--- src/rtl/sfu_pkg.sv ---
package sfu_pkg;
  localparam int SEG_W  = 16;
  localparam int OFF_W  = 16;
  localparam int PA_W   = 20;
  localparam int SHIFT  = 4;
  localparam int BYTE_W = 8;

  typedef enum logic [2:0] {
    BASE_BX = 3'd0,
    BASE_SI = 3'd1,
    BASE_DI = 3'd2,
    BASE_SP = 3'd3,
    BASE_BP = 3'd4
  } base_e;

  typedef enum logic [1:0] {
    SEL_ES = 2'd0,
    SEL_CS = 2'd1,
    SEL_SS = 2'd2,
    SEL_DS = 2'd3
  } seg_sel_e;
endpackage

--- src/rtl/sfu_addr_gen.sv ---
module sfu_addr_gen #(
  parameter int SEG_W = 16,
  parameter int OFF_W = 16,
  parameter int SHIFT = 4,
  parameter int PA_W  = 20
) (
  input  logic [SEG_W-1:0] seg,
  input  logic [OFF_W-1:0] off,
  output logic [PA_W-1:0]  pa
);
  logic [PA_W-1:0] seg_shifted;
  logic [PA_W-1:0] off_ext;

  // Sum is kept to PA_W bits; the carry out of the top bit is discarded.
  assign seg_shifted = PA_W'({seg, {SHIFT{1'b0}}});
  assign off_ext     = PA_W'(off);
  assign pa          = seg_shifted + off_ext;
endmodule

--- src/rtl/sfu_seg_select.sv ---
module sfu_seg_select
  import sfu_pkg::*;
(
  input  logic [2:0]       base,
  input  logic             ovr_en,
  input  logic [1:0]       ovr_sel,
  input  logic [SEG_W-1:0] cs,
  input  logic [SEG_W-1:0] ds,
  input  logic [SEG_W-1:0] ss,
  input  logic [SEG_W-1:0] es,
  output logic [SEG_W-1:0] seg
);
  base_e    base_t;
  seg_sel_e sel_t;

  assign base_t = base_e'(base);
  assign sel_t  = seg_sel_e'(ovr_sel);

  always_comb begin
    if (ovr_en) begin
      unique case (sel_t)
        SEL_ES:  seg = es;
        SEL_CS:  seg = cs;
        SEL_SS:  seg = ss;
        default: seg = ds;
      endcase
    end else begin
      case (base_t)
        BASE_SP, BASE_BP: seg = ss;
        default:          seg = ds;
      endcase
    end
  end
endmodule

--- src/rtl/sfu_byte_queue.sv ---
module sfu_byte_queue #(
  parameter int DEPTH = 6,
  parameter int W     = 8,
  localparam int PTR_W = (DEPTH > 1) ? $clog2(DEPTH) : 1,
  localparam int CNT_W = $clog2(DEPTH + 1)
) (
  input  logic             clk,
  input  logic             rst_n,
  input  logic             flush,
  input  logic             push,
  input  logic [W-1:0]     din,
  input  logic             pop,
  output logic [W-1:0]     dout,
  output logic [CNT_W-1:0] count
);
  localparam logic [PTR_W-1:0] LAST = PTR_W'(DEPTH - 1);
  localparam logic [CNT_W-1:0] FULL = CNT_W'(DEPTH);

  logic [W-1:0]     store [DEPTH];
  logic [PTR_W-1:0] wr_q, wr_n, rd_q, rd_n;
  logic [CNT_W-1:0] cnt_q, cnt_n;
  logic             do_push, do_pop;

  assign do_push = push && (cnt_q != FULL) && !flush;
  assign do_pop  = pop && (cnt_q != '0) && !flush;

  always_comb begin
    wr_n  = wr_q;
    rd_n  = rd_q;
    cnt_n = cnt_q;
    if (flush) begin
      wr_n  = '0;
      rd_n  = '0;
      cnt_n = '0;
    end else begin
      if (do_push) wr_n = (wr_q == LAST) ? '0 : wr_q + 1'b1;
      if (do_pop)  rd_n = (rd_q == LAST) ? '0 : rd_q + 1'b1;
      cnt_n = cnt_q + CNT_W'(do_push) - CNT_W'(do_pop);
    end
  end

  always_ff @(posedge clk or negedge rst_n) begin
    if (!rst_n) begin
      wr_q  <= '0;
      rd_q  <= '0;
      cnt_q <= '0;
    end else begin
      wr_q  <= wr_n;
      rd_q  <= rd_n;
      cnt_q <= cnt_n;
    end
  end

  always_ff @(posedge clk) begin
    if (do_push) store[wr_q] <= din;
  end

  assign dout  = store[rd_q];
  assign count = cnt_q;
endmodule

--- src/rtl/sfu_fetch_ctrl.sv ---
module sfu_fetch_ctrl
  import sfu_pkg::*;
#(
  parameter int             DEPTH    = 6,
  parameter logic [15:0]    RESET_CS = 16'hFFFF,
  parameter logic [15:0]    RESET_IP = 16'h0000,
  localparam int            CNT_W    = $clog2(DEPTH + 1)
) (
  input  logic             clk,
  input  logic             rst_n,
  input  logic             br_valid,
  input  logic [SEG_W-1:0] br_cs,
  input  logic [OFF_W-1:0] br_ip,
  input  logic             mem_rvalid,
  input  logic [CNT_W-1:0] q_count,
  output logic             push,
  output logic             mem_req,
  output logic [PA_W-1:0]  mem_addr,
  output logic [SEG_W-1:0] cs
);
  localparam logic [CNT_W-1:0] FULL = CNT_W'(DEPTH);

  logic [SEG_W-1:0] cs_q, cs_n;
  logic [OFF_W-1:0] ip_q, ip_n;
  logic             busy_q, busy_n;
  logic             stale_q, stale_n;
  logic             req_q, req_n;
  logic [PA_W-1:0]  addr_q, addr_n;
  logic [PA_W-1:0]  fetch_pa;
  logic             fire;

  sfu_addr_gen #(
    .SEG_W(SEG_W), .OFF_W(OFF_W), .SHIFT(SHIFT), .PA_W(PA_W)
  ) u_fetch_ag (
    .seg(cs_q),
    .off(ip_q),
    .pa (fetch_pa)
  );

  assign fire = !busy_q && (q_count < FULL) && !br_valid;
  assign push = mem_rvalid && busy_q && !stale_q && !br_valid;

  always_comb begin
    cs_n    = cs_q;
    ip_n    = ip_q;
    busy_n  = busy_q;
    stale_n = stale_q;
    req_n   = fire;
    addr_n  = addr_q;
    if (fire) begin
      busy_n = 1'b1;
      addr_n = fetch_pa;
    end else if (mem_rvalid) begin
      busy_n = 1'b0;
    end
    if (mem_rvalid) begin
      stale_n = 1'b0;
    end else if (br_valid && busy_q) begin
      stale_n = 1'b1;
    end
    if (br_valid) begin
      cs_n = br_cs;
      ip_n = br_ip;
    end else if (fire) begin
      ip_n = ip_q + 1'b1;
    end
  end

  always_ff @(posedge clk or negedge rst_n) begin
    if (!rst_n) begin
      cs_q    <= RESET_CS;
      ip_q    <= RESET_IP;
      busy_q  <= 1'b0;
      stale_q <= 1'b0;
      req_q   <= 1'b0;
      addr_q  <= '0;
    end else begin
      cs_q    <= cs_n;
      ip_q    <= ip_n;
      busy_q  <= busy_n;
      stale_q <= stale_n;
      req_q   <= req_n;
      addr_q  <= addr_n;
    end
  end

  assign mem_req  = req_q;
  assign mem_addr = addr_q;
  assign cs       = cs_q;
endmodule

--- src/rtl/seg_fetch_unit.sv ---
module seg_fetch_unit
  import sfu_pkg::*;
#(
  parameter int          DEPTH    = 6,
  parameter logic [15:0] RESET_CS = 16'hFFFF,
  parameter logic [15:0] RESET_IP = 16'h0000
) (
  input  logic              clk,
  input  logic              rst_n,
  output logic              mem_req,
  output logic [19:0]       mem_addr,
  input  logic              mem_rvalid,
  input  logic [7:0]        mem_rdata,
  output logic              q_valid,
  output logic [7:0]        q_byte,
  input  logic              q_ready,
  input  logic              br_valid,
  input  logic [15:0]       br_cs,
  input  logic [15:0]       br_ip,
  input  logic [15:0]       seg_ds,
  input  logic [15:0]       seg_ss,
  input  logic [15:0]       seg_es,
  input  logic [2:0]        da_base,
  input  logic [15:0]       da_off,
  input  logic              da_ovr_en,
  input  logic [1:0]        da_ovr_sel,
  output logic [19:0]       da_paddr
);
  localparam int CNT_W = $clog2(DEPTH + 1);

  logic             rst_s0, rst_s1, rst_sync_n;
  logic [CNT_W-1:0] q_count;
  logic             q_push;
  logic [SEG_W-1:0] cs_cur;
  logic [SEG_W-1:0] data_seg;

  // Reset asserts at once and releases on the clock.
  always_ff @(posedge clk or negedge rst_n) begin
    if (!rst_n) begin
      rst_s0 <= 1'b0;
      rst_s1 <= 1'b0;
    end else begin
      rst_s0 <= 1'b1;
      rst_s1 <= rst_s0;
    end
  end
  assign rst_sync_n = rst_s1;

  sfu_fetch_ctrl #(
    .DEPTH(DEPTH), .RESET_CS(RESET_CS), .RESET_IP(RESET_IP)
  ) u_ctrl (
    .clk       (clk),
    .rst_n     (rst_sync_n),
    .br_valid  (br_valid),
    .br_cs     (br_cs),
    .br_ip     (br_ip),
    .mem_rvalid(mem_rvalid),
    .q_count   (q_count),
    .push      (q_push),
    .mem_req   (mem_req),
    .mem_addr  (mem_addr),
    .cs        (cs_cur)
  );

  sfu_byte_queue #(.DEPTH(DEPTH), .W(BYTE_W)) u_queue (
    .clk  (clk),
    .rst_n(rst_sync_n),
    .flush(br_valid),
    .push (q_push),
    .din  (mem_rdata),
    .pop  (q_ready),
    .dout (q_byte),
    .count(q_count)
  );

  assign q_valid = (q_count != '0);

  sfu_seg_select u_sel (
    .base   (da_base),
    .ovr_en (da_ovr_en),
    .ovr_sel(da_ovr_sel),
    .cs     (cs_cur),
    .ds     (seg_ds),
    .ss     (seg_ss),
    .es     (seg_es),
    .seg    (data_seg)
  );

  sfu_addr_gen #(
    .SEG_W(SEG_W), .OFF_W(OFF_W), .SHIFT(SHIFT), .PA_W(PA_W)
  ) u_data_ag (
    .seg(data_seg),
    .off(da_off),
    .pa (da_paddr)
  );
endmodule

--- config.mk ---
export PLATFORM = sky130hd
export DESIGN_NAME = seg_fetch_unit
export DESIGN_NICKNAME = d
export VERILOG_FILES = /design/src/rtl/sfu_pkg.sv /design/src/rtl/sfu_addr_gen.sv /design/src/rtl/sfu_seg_select.sv /design/src/rtl/sfu_byte_queue.sv /design/src/rtl/sfu_fetch_ctrl.sv /design/src/rtl/seg_fetch_unit.sv
export SDC_FILE = /design/constraint.sdc
export NUM_CORES = 1
export LEC_CHECK = 0
export CORE_ASPECT_RATIO = 0.7
export CORE_MARGIN = 8
export CORE_UTILIZATION = 50
export CTS_CLUSTER_SIZE = 16
export DETAILED_ROUTE_END_ITERATION = 6
export PLACE_DENSITY = 0.81
export SYNTH_ARGS = -nofsm -noshare
export SYNTH_HDL_FRONTEND = slang
export SYNTH_SLANG_ARGS = --single-unit
--- constraint.sdc ---
create_clock -name clk -period 6.25 [get_ports clk]
set_clock_uncertainty 0.2 [all_clocks]
set_input_delay 1.25 -clock clk [delete_from_list [all_inputs] [get_ports clk]]
set_output_delay 1.25 -clock clk [all_outputs]
set_load 0.03 [all_outputs]
==> flow_summary.toml <==
[clock_tree]
clkSinkCount = 114
clock_path_buffers = 2
cts_root_buffer = "sky130_fd_sc_hd__clkbuf_16"
worstSkewPairLatency_ns = 0.41
clock_tree.htree_level_count = 4
path_clk_slew_ns = 0.05
numCtsBuffers = 17
tritoncts = "done"

[die]
io_pins = 165
die_height_um = 112
die-width_um = 153
die_area_um2 = 17000
initial_core_util_pct = 50.3
rows = 35
coreArea_um2 = 13000

[detailed_routing]
drt_wl_total_mm = 17.7
drcViolationCount = 0
routed_wire_length_per_instance_um = 19.1
dr.pass1.iters = 7
routed_via_count = 5174
violation_count_after_the_first_detailed_route_iteration = 251
route.detailed.vias_per_inst = 5.61
drt.antenna.violating_nets = 0

[finish]
post_route_cells_drive_above_1_share_pct = 18.8
n_fill_cell = 919
count_of_inserted_antenna_diode_cells = 0
final_cells = 923
area_delta_synth_final_pct = 37.9
nNetsFinal = 891

[timing]
final_critical_path_setup_slack_ns = 0.215
count_of_final_hold_check_violations = 0
slew_headroom_pct = 27.7
tightest_slew_ns = 1.08
min_period_ns = 6.04
slew_viol_final = 0
setup_violation_total_in_the_final_timing_report = 0
max_clock_freq_mhz = 166
rsz0062_at_grt = "false"
period_share_pct = 96.6

[grt]
number_of_antenna_violations_at_the_first_check_in_global_routing = 0
grt.total_usage_pct = 21.2
global_route_total_overflow = 0
vias_in_the_first_global_route = 5522
grt_start_max_net_pins = 65
grt_first_pass_wirelength_mm = 28.7

[critical_path]
worst_ep_required_time_ns = 4.80
worstPathCellList = "dlymetal6s2s_1, nand2b_4, o22ai_4, mux2i_1, o21ai_1, ha_2, fa_2, a211oi_2, nor2_2, or4_4, a41o_1, o41ai_4, nor2_1, xor2_1, buf_4"
largest_driver_fanout_on_the_critical_path = 3
worst_path_arrival_ns = 4.59
cpPeakStageDelay_ns = 0.43
worstReg2RegStart = "u_ctrl.cs[0]"
rr_worst_depth = 10
critical_register_to_register_path_endpoint = "u_ctrl.mem_addr[18]"
critical_path.endpoint_type = "output port"
worstSetupStartpointType = "primary input"
worst-setup-path-type = "primary input to output port"
regToRegSetupSlack_ns = 3.36
critical-path-slowest-cell = "sky130_fd_sc_hd__or4_4"

[pwr]
worst_ir_drop_vdd_mv = 0.229
power_per_cell_area_nw_per_um2 = 334
power.leakage_nw = 3.67

[hold_path]
holdCritStartpoint = "rst_s0"
min_to = "rst_s1"
worstHoldPathType = "flip-flop to flip-flop"
worst_hold_path.num_cells = 0

[place]
placed_cells_incl_taps = 888
place_ws_ns = -0.122
gp_congestion = 0.883
dp.final_hpwl_mm = 13.5
portBuffers = 156

[synthesis]
synth_enable_flop_cells = 48
synth_sequential_area_ratio_pct = 47.7
post_synth.cell_area_avg_um2 = 11.3
synth_async_sr_flop_share_pct = 57.9
synth_warnings = 0
post_synth_inst_count = 576
syn_nets = 723
mappedNetlistArea_um2 = 6520
ys_ff_latch = 114
synthFlopType = "sky130_fd_sc_hd__dfrtp_1"
synth_cell_types = 51

[flow_run]
timing.max_cap.violations = 0

[outcome]
outcome = "complete, no violations"
==> area by class of cell <==
class	instances	area, um^2	area share [%]
clock buffers	17	425	4.73
clock inverters	15	205	2.28
inverters	13	48.8	0.542
multi-input cells	419	3260	36.3
flip-flops and latches	114	3110	34.6
well taps	166	208	2.31
repair buffers	179	1730	19.2
==> cells in the mapped netlist (all sizes together) (2+ instances only) <==
library cell / instances / area, um^2
o21ai: 50 / 250
o21a: 6 / 45.0
xor2: 21 / 184
dfstp: 16 / 420
o41ai: 2 / 36.3
edfxtp: 48 / 1440
o22ai: 2 / 18.8
or3: 3 / 18.8
mux2i: 24 / 240
a31oi: 2 / 12.5
nor3b: 3 / 22.5
inv: 13 / 48.8
a21oi: 31 / 155
nand4: 8 / 50.1
a211oi: 3 / 27.5
xnor2: 21 / 184
nand2b: 5 / 31.3
o2111ai: 2 / 17.5
buf: 13 / 70.1
fa: 3 / 60.1
a211o: 2 / 17.5
and3: 3 / 18.8
nand2: 75 / 282
nor2b: 8 / 50.1
mux4: 24 / 541
a21o: 12 / 91.3
clkbuf: 17 / 63.8
mux2: 18 / 203
nor3: 7 / 35.0
nand3: 7 / 35.0
or2: 2 / 12.5
nor2: 33 / 124
dfrtp: 50 / 1250
nand3b: 2 / 15.0
ha: 29 / 363
a31o: 2 / 17.5
==> power by group <==
group | internal (mW) | total, mW | switching [mW] | leakage [nW]
registers | 0.882 | 0.982 | 0.0998 | 1.23
logic | 0.466 | 1.00 | 0.535 | 2.14
clock network | 0.671 | 1.02 | 0.353 | 0.302
total | 2.02 | 3.01 | 0.988 | 3.67
==> worst max-delay path by stage <==
| stage | start | endpoint | slack (ns) | cells past startpoint |
|---|---|---|---|---|
| final | da_base[0] | da_paddr[18] | 0.21 | 15 |
| after global routing | da_base[2] | da_paddr[18] | 0.08 | 15 |
| after CTS | da_base[2] | da_paddr[18] | 0.02 | 16 |
| after detailed placement | da_ovr_sel[0] | da_paddr[18] | -0.12 | 14 |
| after global placement | da_ovr_sel[0] | da_paddr[18] | -0.07 | 14 |
| after floorplan | da_ovr_sel[1] | da_paddr[18] | 0.04 | 14 |
==> critical path, delay by kind of cell <==
kind	cells	cell delay, ns
AOI/OAI and AO/OA	5	1.29
and+or+nand+nor	4	0.76
adders and majority gates	2	0.59
buffers and inverters	2	0.31
muxes	1	0.22
xor gates and xnor gates	1	0.15
==> registers in the layout, summed over array words and instances (netlist names) <==
| register | cells |
|---|---|
| u_queue.store | 48 |
| u_ctrl.mem_addr | 20 |
| u_ctrl.cs | 16 |
| u_queue.count | 3 |
| u_ctrl.mem_req | 1 |
| u_queue.wr_q | 3 |
| u_ctrl.stale_q | 1 |
| rst_s0 | 1 |
| u_queue.rd_q | 3 |
| u_ctrl.ip_q | 16 |
| rst_s1 | 1 |
| u_ctrl.busy_q | 1 |
==> repair_timing <==
action,4_1_cts,5_1_grt
pin swaps,0,11
gates resized for setup,5,20
setup endpoints to repair,4,5
hold buffers,0,0
gates cloned,0,0
buffers inserted,0,3
==> routing by layer <==
metal  wire, um  track usage (%)  vias up
li1           -                -     2439
met1       7970             27.5     2523
met2       8210             33.8      184
met3       1170             6.23       28
met4        295             6.90        0
met5          0                0        -
==> cells in the final DEF, fill, tap and decap left out, types with 3 or more instances in the layout <==
master                            Yosys  routed
sky130_fd_sc_hd__nand4_1              8       8
sky130_fd_sc_hd__inv_6                0       4
sky130_fd_sc_hd__o21a_1               6       6
sky130_fd_sc_hd__a21o_1              11      11
sky130_fd_sc_hd__nor2b_1              8       8
sky130_fd_sc_hd__clkdlybuf4s50_1      0     136
sky130_fd_sc_hd__xor2_1              21      21
sky130_fd_sc_hd__mux2_2              18      18
sky130_fd_sc_hd__mux4_2              24      24
sky130_fd_sc_hd__dfrtp_1             50      49
sky130_fd_sc_hd__buf_4                4      32
sky130_fd_sc_hd__nand2b_1             5       4
sky130_fd_sc_hd__dlymetal6s2s_1       0       7
sky130_fd_sc_hd__bufinv_16            0       4
sky130_fd_sc_hd__edfxtp_1            48      48
sky130_fd_sc_hd__nor3_1               7       7
sky130_fd_sc_hd__clkinv_4             0       3
sky130_fd_sc_hd__inv_1               13      13
sky130_fd_sc_hd__clkbuf_16            0      17
sky130_fd_sc_hd__a21oi_1             31      30
sky130_fd_sc_hd__dfstp_2             16      16
sky130_fd_sc_hd__ha_1                29      28
sky130_fd_sc_hd__nor3b_1              3       3
sky130_fd_sc_hd__nor2_1              33      32
sky130_fd_sc_hd__xnor2_1             21      21
sky130_fd_sc_hd__nand3_1              7       7
sky130_fd_sc_hd__o21ai_1              0       3
sky130_fd_sc_hd__o21ai_0             50      46
sky130_fd_sc_hd__and3_1               3       3
sky130_fd_sc_hd__nand2_1             75      75
sky130_fd_sc_hd__or3_1                3       3
sky130_fd_sc_hd__mux2i_1             24      24
==> kinds of logic after synthesis <==
kind of cell	after synthesis	share of synthesized area (%)
buffers and inverters	43	2.80
flip-flops	114	47.7
other	1	0.0575
XOR/XNOR	42	5.64
AND/OR/NAND/NOR	160	11.1
adder cells (fa/ha/maj)	32	6.49
multiplexers	66	15.1
AO/OA/AOI/OAI	118	11.1
==> metrics by stage <==
| step | area, um^2 | total power [mW] | hold WS, ns | setup TNS [ns] | util, % |
|---|---|---|---|---|---|
| after detailed placement | 8290 | 1.98 | 0.146 | -0.364 | 63.9 |
| after global routing | 8990 | 3.16 | 0.159 | 0 | 69.4 |
| after CTS | 8930 | 3.02 | 0.158 | 0 | 68.9 |
| final | 8990 | 3.01 | 0.155 | 0 | 69.4 |
| after floorplan | 6520 | 1.58 | 0.131 | 0 | - |
| after global placement | 8290 | 1.96 | 0.136 | -0.0826 | 63.9 |
Power figures use the tool's default switching activity.
